[src/rtl/tmr_pkg.sv]
package tmr_pkg;
  localparam int PSC_SEL_W = 3;
  localparam int PHASE_W   = (1 << PSC_SEL_W) - 1;

  localparam logic [1:0] ADDR_CTRL = 2'd0;
  localparam logic [1:0] ADDR_RLD  = 2'd1;
  localparam logic [1:0] ADDR_STAT = 2'd2;

  typedef enum logic [1:0] {
    SRC_SW     = 2'b00,
    SRC_EV1    = 2'b01,
    SRC_EV2    = 2'b10,
    SRC_SW_ALT = 2'b11
  } src_e;

  typedef struct packed {
    logic [PSC_SEL_W-1:0] psc;
    logic                 pol2;
    logic                 pol1;
    src_e                 src;
    logic                 reload_en;
    logic                 run;
  } ctrl_t;

  localparam int CTRL_W = $bits(ctrl_t);

  // true when the phase counter has reached the last step of a 2^sel period
  function automatic logic psc_hit(input logic [PHASE_W-1:0] ph,
                                   input logic [PSC_SEL_W-1:0] sel);
    logic [PHASE_W-1:0] m;
    m = PHASE_W'((1 << sel) - 1);
    return (ph & m) == m;
  endfunction

  function automatic logic is_sw_src(input src_e s);
    return (s == SRC_SW) || (s == SRC_SW_ALT);
  endfunction
endpackage

[src/rtl/tmr_edge_det.sv]
module tmr_edge_det #(
  parameter int SYNC_STAGES = 2
) (
  input  logic clk,
  input  logic rst_n,
  input  logic din,
  input  logic rise_act,
  output logic hit
);
  logic [SYNC_STAGES:0] sh;

  always_ff @(posedge clk or negedge rst_n) begin
    if (!rst_n) sh <= '0;
    else        sh <= {sh[SYNC_STAGES-1:0], din};
  end

  logic cur, prv;
  assign cur = sh[SYNC_STAGES-1];
  assign prv = sh[SYNC_STAGES];
  assign hit = rise_act ? (cur & ~prv) : (~cur & prv);
endmodule

[src/rtl/tmr_prescaler.sv]
module tmr_prescaler
  import tmr_pkg::*;
(
  input  logic                 clk,
  input  logic                 rst_n,
  input  logic                 run,
  input  logic                 restart,
  input  logic [PSC_SEL_W-1:0] sel,
  output logic                 tick
);
  logic [PHASE_W-1:0] phase;

  always_ff @(posedge clk or negedge rst_n) begin
    if (!rst_n)       phase <= '0;
    else if (restart) phase <= '0;
    else if (run)     phase <= phase + 1'b1;
  end

  assign tick = run && !restart && psc_hit(phase, sel);
endmodule

[src/rtl/tmr_flag_unit.sv]
module tmr_flag_unit (
  input  logic clk,
  input  logic rst_n,
  input  logic evt,
  input  logic lock_mode,
  input  logic clr_flg,
  input  logic clr_err,
  output logic flg,
  output logic err,
  output logic take
);
  logic busy, err_set;

  assign busy    = flg | err;
  assign take    = evt && (!lock_mode || !busy);
  assign err_set = evt && (lock_mode ? busy : flg);

  always_ff @(posedge clk or negedge rst_n) begin
    if (!rst_n) begin
      flg <= 1'b0;
      err <= 1'b0;
    end else begin
      flg <= take    | (flg & ~clr_flg);
      err <= err_set | (err & ~clr_err);
    end
  end
endmodule

[src/rtl/cap_reload_timer.sv]
module cap_reload_timer
  import tmr_pkg::*;
#(
  parameter int CNT_W       = 16,
  parameter int SYNC_STAGES = 2
) (
  input  logic             clk,
  input  logic             rst_n,
  input  logic             wr_en,
  input  logic [1:0]       wr_addr,
  input  logic [CNT_W-1:0] wr_data,
  input  logic             ev1_in,
  input  logic             ev2_in,
  output logic [CNT_W-1:0] cnt_o,
  output logic [CNT_W-1:0] cap_o,
  output logic [CNT_W-1:0] rld_o,
  output logic [3:0]       flags_o
);
  localparam int NCH = 2;

  function automatic logic [CNT_W-1:0] count_step(input logic [CNT_W-1:0] v);
    return v - 1'b1;
  endfunction

  ctrl_t            ctrl_q, ctrl_wr;
  logic [CNT_W-1:0] cnt_q, cap_q, rld_q;
  logic             sw_kick_q;

  logic wr_ctrl, wr_rld, wr_stat;
  assign wr_ctrl = wr_en && (wr_addr == ADDR_CTRL);
  assign wr_rld  = wr_en && (wr_addr == ADDR_RLD);
  assign wr_stat = wr_en && (wr_addr == ADDR_STAT);
  assign ctrl_wr = ctrl_t'(wr_data[CTRL_W-1:0]);

  logic run_q, reload_en_q;
  assign run_q       = ctrl_q.run;
  assign reload_en_q = ctrl_q.reload_en;

  // event channels: index 0 = first input, 1 = second input
  logic [NCH-1:0] ev_pin, ev_pol, edge_hit, ch_evt, ch_lock;
  logic [NCH-1:0] ch_take, ch_flg, ch_err, clr_flg, clr_err;
  assign ev_pin = {ev2_in, ev1_in};
  assign ev_pol = {ctrl_q.pol2, ctrl_q.pol1};

  assign ch_evt[0]  = run_q && edge_hit[0] && (!reload_en_q || ctrl_q.src == SRC_EV1);
  assign ch_evt[1]  = run_q && edge_hit[1];
  assign ch_lock[0] = !reload_en_q;
  assign ch_lock[1] = 1'b1;

  for (genvar i = 0; i < NCH; i++) begin : g_ch
    tmr_edge_det #(.SYNC_STAGES(SYNC_STAGES)) u_edge (
      .clk(clk), .rst_n(rst_n), .din(ev_pin[i]), .rise_act(ev_pol[i]), .hit(edge_hit[i])
    );
    assign clr_flg[i] = wr_stat && wr_data[2*i];
    assign clr_err[i] = wr_stat && wr_data[2*i+1];
    tmr_flag_unit u_flag (
      .clk(clk), .rst_n(rst_n), .evt(ch_evt[i]), .lock_mode(ch_lock[i]),
      .clr_flg(clr_flg[i]), .clr_err(clr_err[i]),
      .flg(ch_flg[i]), .err(ch_err[i]), .take(ch_take[i])
    );
  end

  // named internal events
  logic reload_fire, cap2_fire, rld_cap_fire, tick, psc_restart;
  assign reload_fire = run_q && reload_en_q &&
                       ((sw_kick_q && is_sw_src(ctrl_q.src)) ||
                        (ch_evt[0] && ctrl_q.src == SRC_EV1) ||
                        (ch_evt[1] && ctrl_q.src == SRC_EV2));
  assign cap2_fire    = ch_take[1];
  assign rld_cap_fire = ch_take[0] && !reload_en_q;
  assign psc_restart  = wr_ctrl || reload_fire;

  tmr_prescaler u_psc (
    .clk(clk), .rst_n(rst_n), .run(run_q), .restart(psc_restart),
    .sel(ctrl_q.psc), .tick(tick)
  );

  always_ff @(posedge clk or negedge rst_n) begin
    if (!rst_n) begin
      ctrl_q    <= '0;
      sw_kick_q <= 1'b0;
    end else begin
      if (wr_ctrl) ctrl_q <= ctrl_wr;
      sw_kick_q <= wr_ctrl && ctrl_wr.run && ctrl_wr.reload_en && is_sw_src(ctrl_wr.src);
    end
  end

  always_ff @(posedge clk or negedge rst_n) begin
    if (!rst_n)            cnt_q <= '0;
    else if (reload_fire)  cnt_q <= rld_q;
    else if (tick)         cnt_q <= count_step(cnt_q);
  end

  always_ff @(posedge clk or negedge rst_n) begin
    if (!rst_n)          cap_q <= '0;
    else if (cap2_fire)  cap_q <= cnt_q;
  end

  always_ff @(posedge clk or negedge rst_n) begin
    if (!rst_n)             rld_q <= '0;
    else if (wr_rld)        rld_q <= wr_data;
    else if (rld_cap_fire)  rld_q <= cnt_q;
  end

  assign cnt_o   = cnt_q;
  assign cap_o   = cap_q;
  assign rld_o   = rld_q;
  assign flags_o = {ch_err[1], ch_flg[1], ch_err[0], ch_flg[0]};
endmodule

[config.mk]
export PLATFORM = sky130hd
export DESIGN_NAME = cap_reload_timer
export DESIGN_NICKNAME = d
export VERILOG_FILES = /design/src/rtl/tmr_pkg.sv /design/src/rtl/tmr_edge_det.sv /design/src/rtl/tmr_prescaler.sv /design/src/rtl/tmr_flag_unit.sv /design/src/rtl/cap_reload_timer.sv
export SDC_FILE = /design/constraint.sdc
export NUM_CORES = 1
export LEC_CHECK = 0
export BUFFER_PORTS_ARGS = -buffer_cell sky130_fd_sc_hd__buf_2
export CAP_MARGIN = 0
export CELL_PAD_IN_SITES_DETAIL_PLACEMENT = 2
export CELL_PAD_IN_SITES_GLOBAL_PLACEMENT = 2
export CORE_ASPECT_RATIO = 1.75
export CORE_MARGIN = 3
export CORE_UTILIZATION = 37
export CTS_BUF_LIST = sky130_fd_sc_hd__clkbuf_16
export CTS_CLUSTER_DIAMETER = 60
export DETAILED_ROUTE_END_ITERATION = 7
export PLACE_DENSITY = 0.82
export SYNTH_ARGS = -nofsm -noshare
export SYNTH_HDL_FRONTEND = slang
export SYNTH_SLANG_ARGS = --single-unit
[constraint.sdc]
create_clock -name clk -period 6.5 [get_ports clk]
set_clock_uncertainty 0.2 [all_clocks]
set_input_delay 1.3 -clock clk [delete_from_list [all_inputs] [get_ports clk]]
set_output_delay 1.3 -clock clk [all_outputs]
set_load 0.05 [all_outputs]
==> impl_results.md <==
- Post-CTS Hold Buffers: 0
- Area leader, netlist: dfrtp_1
- Max Cap Violations: 0
- Critical Path RT: 6.55 ns
- Setup TNS: 0 ns
- Cell area after synthesis: about 0.0036 mm^2
- CTS sink count: 75
- Synth top area share: a little over half
- Initial DRC count: about 140
- Setup bufs post-CTS: 0
- DR DRC count: 0
- 1st-pass router iterations: 4
- Final-report setup violation count: 0
- Internal power: about 1.2 mW
- Total CTS buffers: 9
- Fin. Hold Viols: 0
- Placed instance area: approximately 0.0041 mm^2
- Post-synthesis sequential area ratio: 52.7%
- Vias per std cell: 5.70
- Clk root buf: clkbuf_16
- Rel. slew slack: 34.7%
- CP Launch Type: input pin
- Pleak: around 1.9 nW
- Final instance area: 0.00436 mm^2
- Primary FF master, synth: dfrtp_1
- Final period util: 49.6%
- Pwr dens: around 490 mW/mm^2
- WL final: 11.3 mm
- Critical path type: input pin to register
- Synth warn: 0
- Crit path DAT: 3.28 ns
- GR Util All Layers: approximately 22%
- CTS tree: yes
- FFs w/ async S/R, synth: 100%
- Post-Synthesis Cells: about 340
- Syn nets: 365
- Wire per inst: 21.2 um
- Sw Pwr: between 0.9 and 1 mW
- CORE AREA: about 0.0092 mm^2
- Logic pwr share: 40.0%
- Clk buf depth: 2
- FILL cells: between 1000 and 1500
- CTS-repair resized insts: 0
- Post-DRT Antenna Nets: 0
- Initial antenna violation count: 0
- Minimum clock period: between 3 and 4 ns
- Slew @ Worst Pin: roughly 0.98 ns
- Crit. End Element: register
- IO Port Bufs: 74
- Vias in the first global route: roughly 3400
- Global-route wire length before repair: ~19 mm
- Status: completed
- Worst Hold Class: register to register
- Rows: 46
- Chip width: approximately 80 um
- Switch share: roughly 46%
- Total power: around 2.1 mW
- RSZ-0062 raised after global routing: no
- ANT cells: 0
- Fin. max-slew vios: 0
- Grt total ovfl: 0
- Netlist cell types: 45
- Number of enable flip-flop cells after synthesis: 0
- Detailed Place HPWL: between 7 and 8 mm
- I/O pin count: between 70 and 80
- Syn avg cell area: 10.5 um^2
- Ratio of cells with drive above 1 in the final layout: roughly 29%
- Initial Utilization: 38.7%
- Via Count: around 3000
- Clock network fraction of total power: about 25%
- Final nets: ~440
- Crit-path max FO: 21
- Worst-Skew Late Latency: approximately 0.34 ns
- Die Ht: ~140 um
- Largest net degree at the start of global routing: 76
- Area growth syn-to-layout: 22.3%
- Top cells by area, synth: dfrtp_1 (53%), mux2_2 (5.7%), mux2i_1 (4.8%)
- Die footprint: between 0.01 and 0.015 mm^2
- Sequential power share: ~36%
- GPL Wtd Cong: 0.742
- CTS H-tree lvls: 3
- FMAX: roughly 310 MHz
- Number of synthesized register bits: 75
- Peak supply drop: approximately 0.23 mV
- Clock Pin Slew Worst Setup and Hold Paths: about 0.06 ns
layout by cell type (no fill, tap or decap), drive strengths merged, types with 3 or more instances in the layout:
cell type,n
o21ai,12
xnor2,4
or3,12
nand4,4
o41ai,3
mux2,18
inv,11
nand2b,3
xor2,3
o31ai,13
clkinv,3
or4,13
ha,4
a31oi,16
mux2i,17
nor2,45
dfrtp,75
clkbuf,9
nand2,19
a21oi,20
buf,79
final cells by class:
cell class | count | area, um^2 | share of cell area, %
sequential | 75 | 1880 | 43.1
clock inverter | 6 | 81.3 | 1.87
tap | 120 | 150 | 3.45
multi-input combinational | 232 | 1570 | 36.1
inverter | 11 | 41.3 | 0.948
timing repair buffer | 79 | 410 | 9.42
clock buffer | 9 | 225 | 5.17
synth_stat cells, types with 10 or more instances:
master	instances
a21oi_1	20
a31oi_1	16
clkbuf_1	15
dfrtp_1	75
inv_1	11
mux2_2	18
mux2i_1	17
nand2_1	19
nor2_1	45
o21ai_0	12
o31ai_1	13
or3_1	10
or4_1	10
kinds of logic (layout without fill, tap and decap cells):
logic type	count (synthesis)	in the layout	synth area share [%]
buffers and inverters	31	105	3.69
AOI/OAI and AO/OA	72	72	12.9
xor gates and xnor gates	7	7	1.72
DFF	75	75	52.7
muxes	35	35	10.5
and+or+nand+nor	114	114	17.2
adders and majority gates	4	4	1.41
metal layers:
| metal | share of wire [%] | track usage [%] |
|---|---|---|
| met5 | 0 | 0 |
| met4 | 1.5 | 7.61 |
| met3 | 3.6 | 3.79 |
| met2 | 55 | 39.6 |
| met1 | 40 | 26.7 |
critical path, cell delays in order:
cell      delay (ns)
buf_2           0.11
nor3b_1         0.13
buf_4           0.18
nand2b_1        0.21
a21o_1          0.43
or4_2           0.70
a31oi_1         0.20
sequential cells by signal (all words and copies together) (netlist names):
| signal | flops |
|---|---|
| reload_en_q | 1 |
| g_ch.u_edge.sh | 6 |
| u_psc.phase | 7 |
| ctrl_q | 7 |
| cap_o | 16 |
| rld_o | 16 |
| run_q | 1 |
| cnt_o | 16 |
| g_ch.u_flag.err | 2 |
| sw_kick_q | 1 |
| g_ch.u_flag.flg | 2 |
power by group through the flow:
stage	clock network (mW)	logic [mW]	registers [mW]
CTS	0.537	0.871	0.765
global placement	0	0.834	0.756
finish	0.526	0.859	0.762
floorplan	0	0.282	1.10
detailed placement	0	0.860	0.768
global route	0.558	0.914	0.787
final timing paths:
check	slack, ns	depth (start not counted)	startpoint	endpoint
min in group asynchronous	0.92	1	rst_n	u_psc.phase[3]
hold / removal	0.16	0	g_ch[0].u_edge.sh[0]	g_ch[0].u_edge.sh[1]
max in group asynchronous	4.55	1	rst_n	cap_o[14]
hold reg to reg	0.16	0	g_ch[0].u_edge.sh[0]	g_ch[0].u_edge.sh[1]
setup reg to reg	3.53	7	cnt_o[0]	cnt_o[10]
setup / recovery	3.27	7	wr_en	cnt_o[8]
per-stage QoR:
step           cells  setup WS (ns)  hold WS, ns  util (%)
3_5_place_dp     517           2.97        0.147      44.0
5_1_grt          532           3.18        0.178      47.3
4_1_cts          532           3.30        0.160      47.3
6_report         532           3.27        0.159      47.3
3_3_place_gp     517           3.08        0.143      44.0
2_1_floorplan    338           3.36        0.131         -
Power figures use the tool's default switching activity.
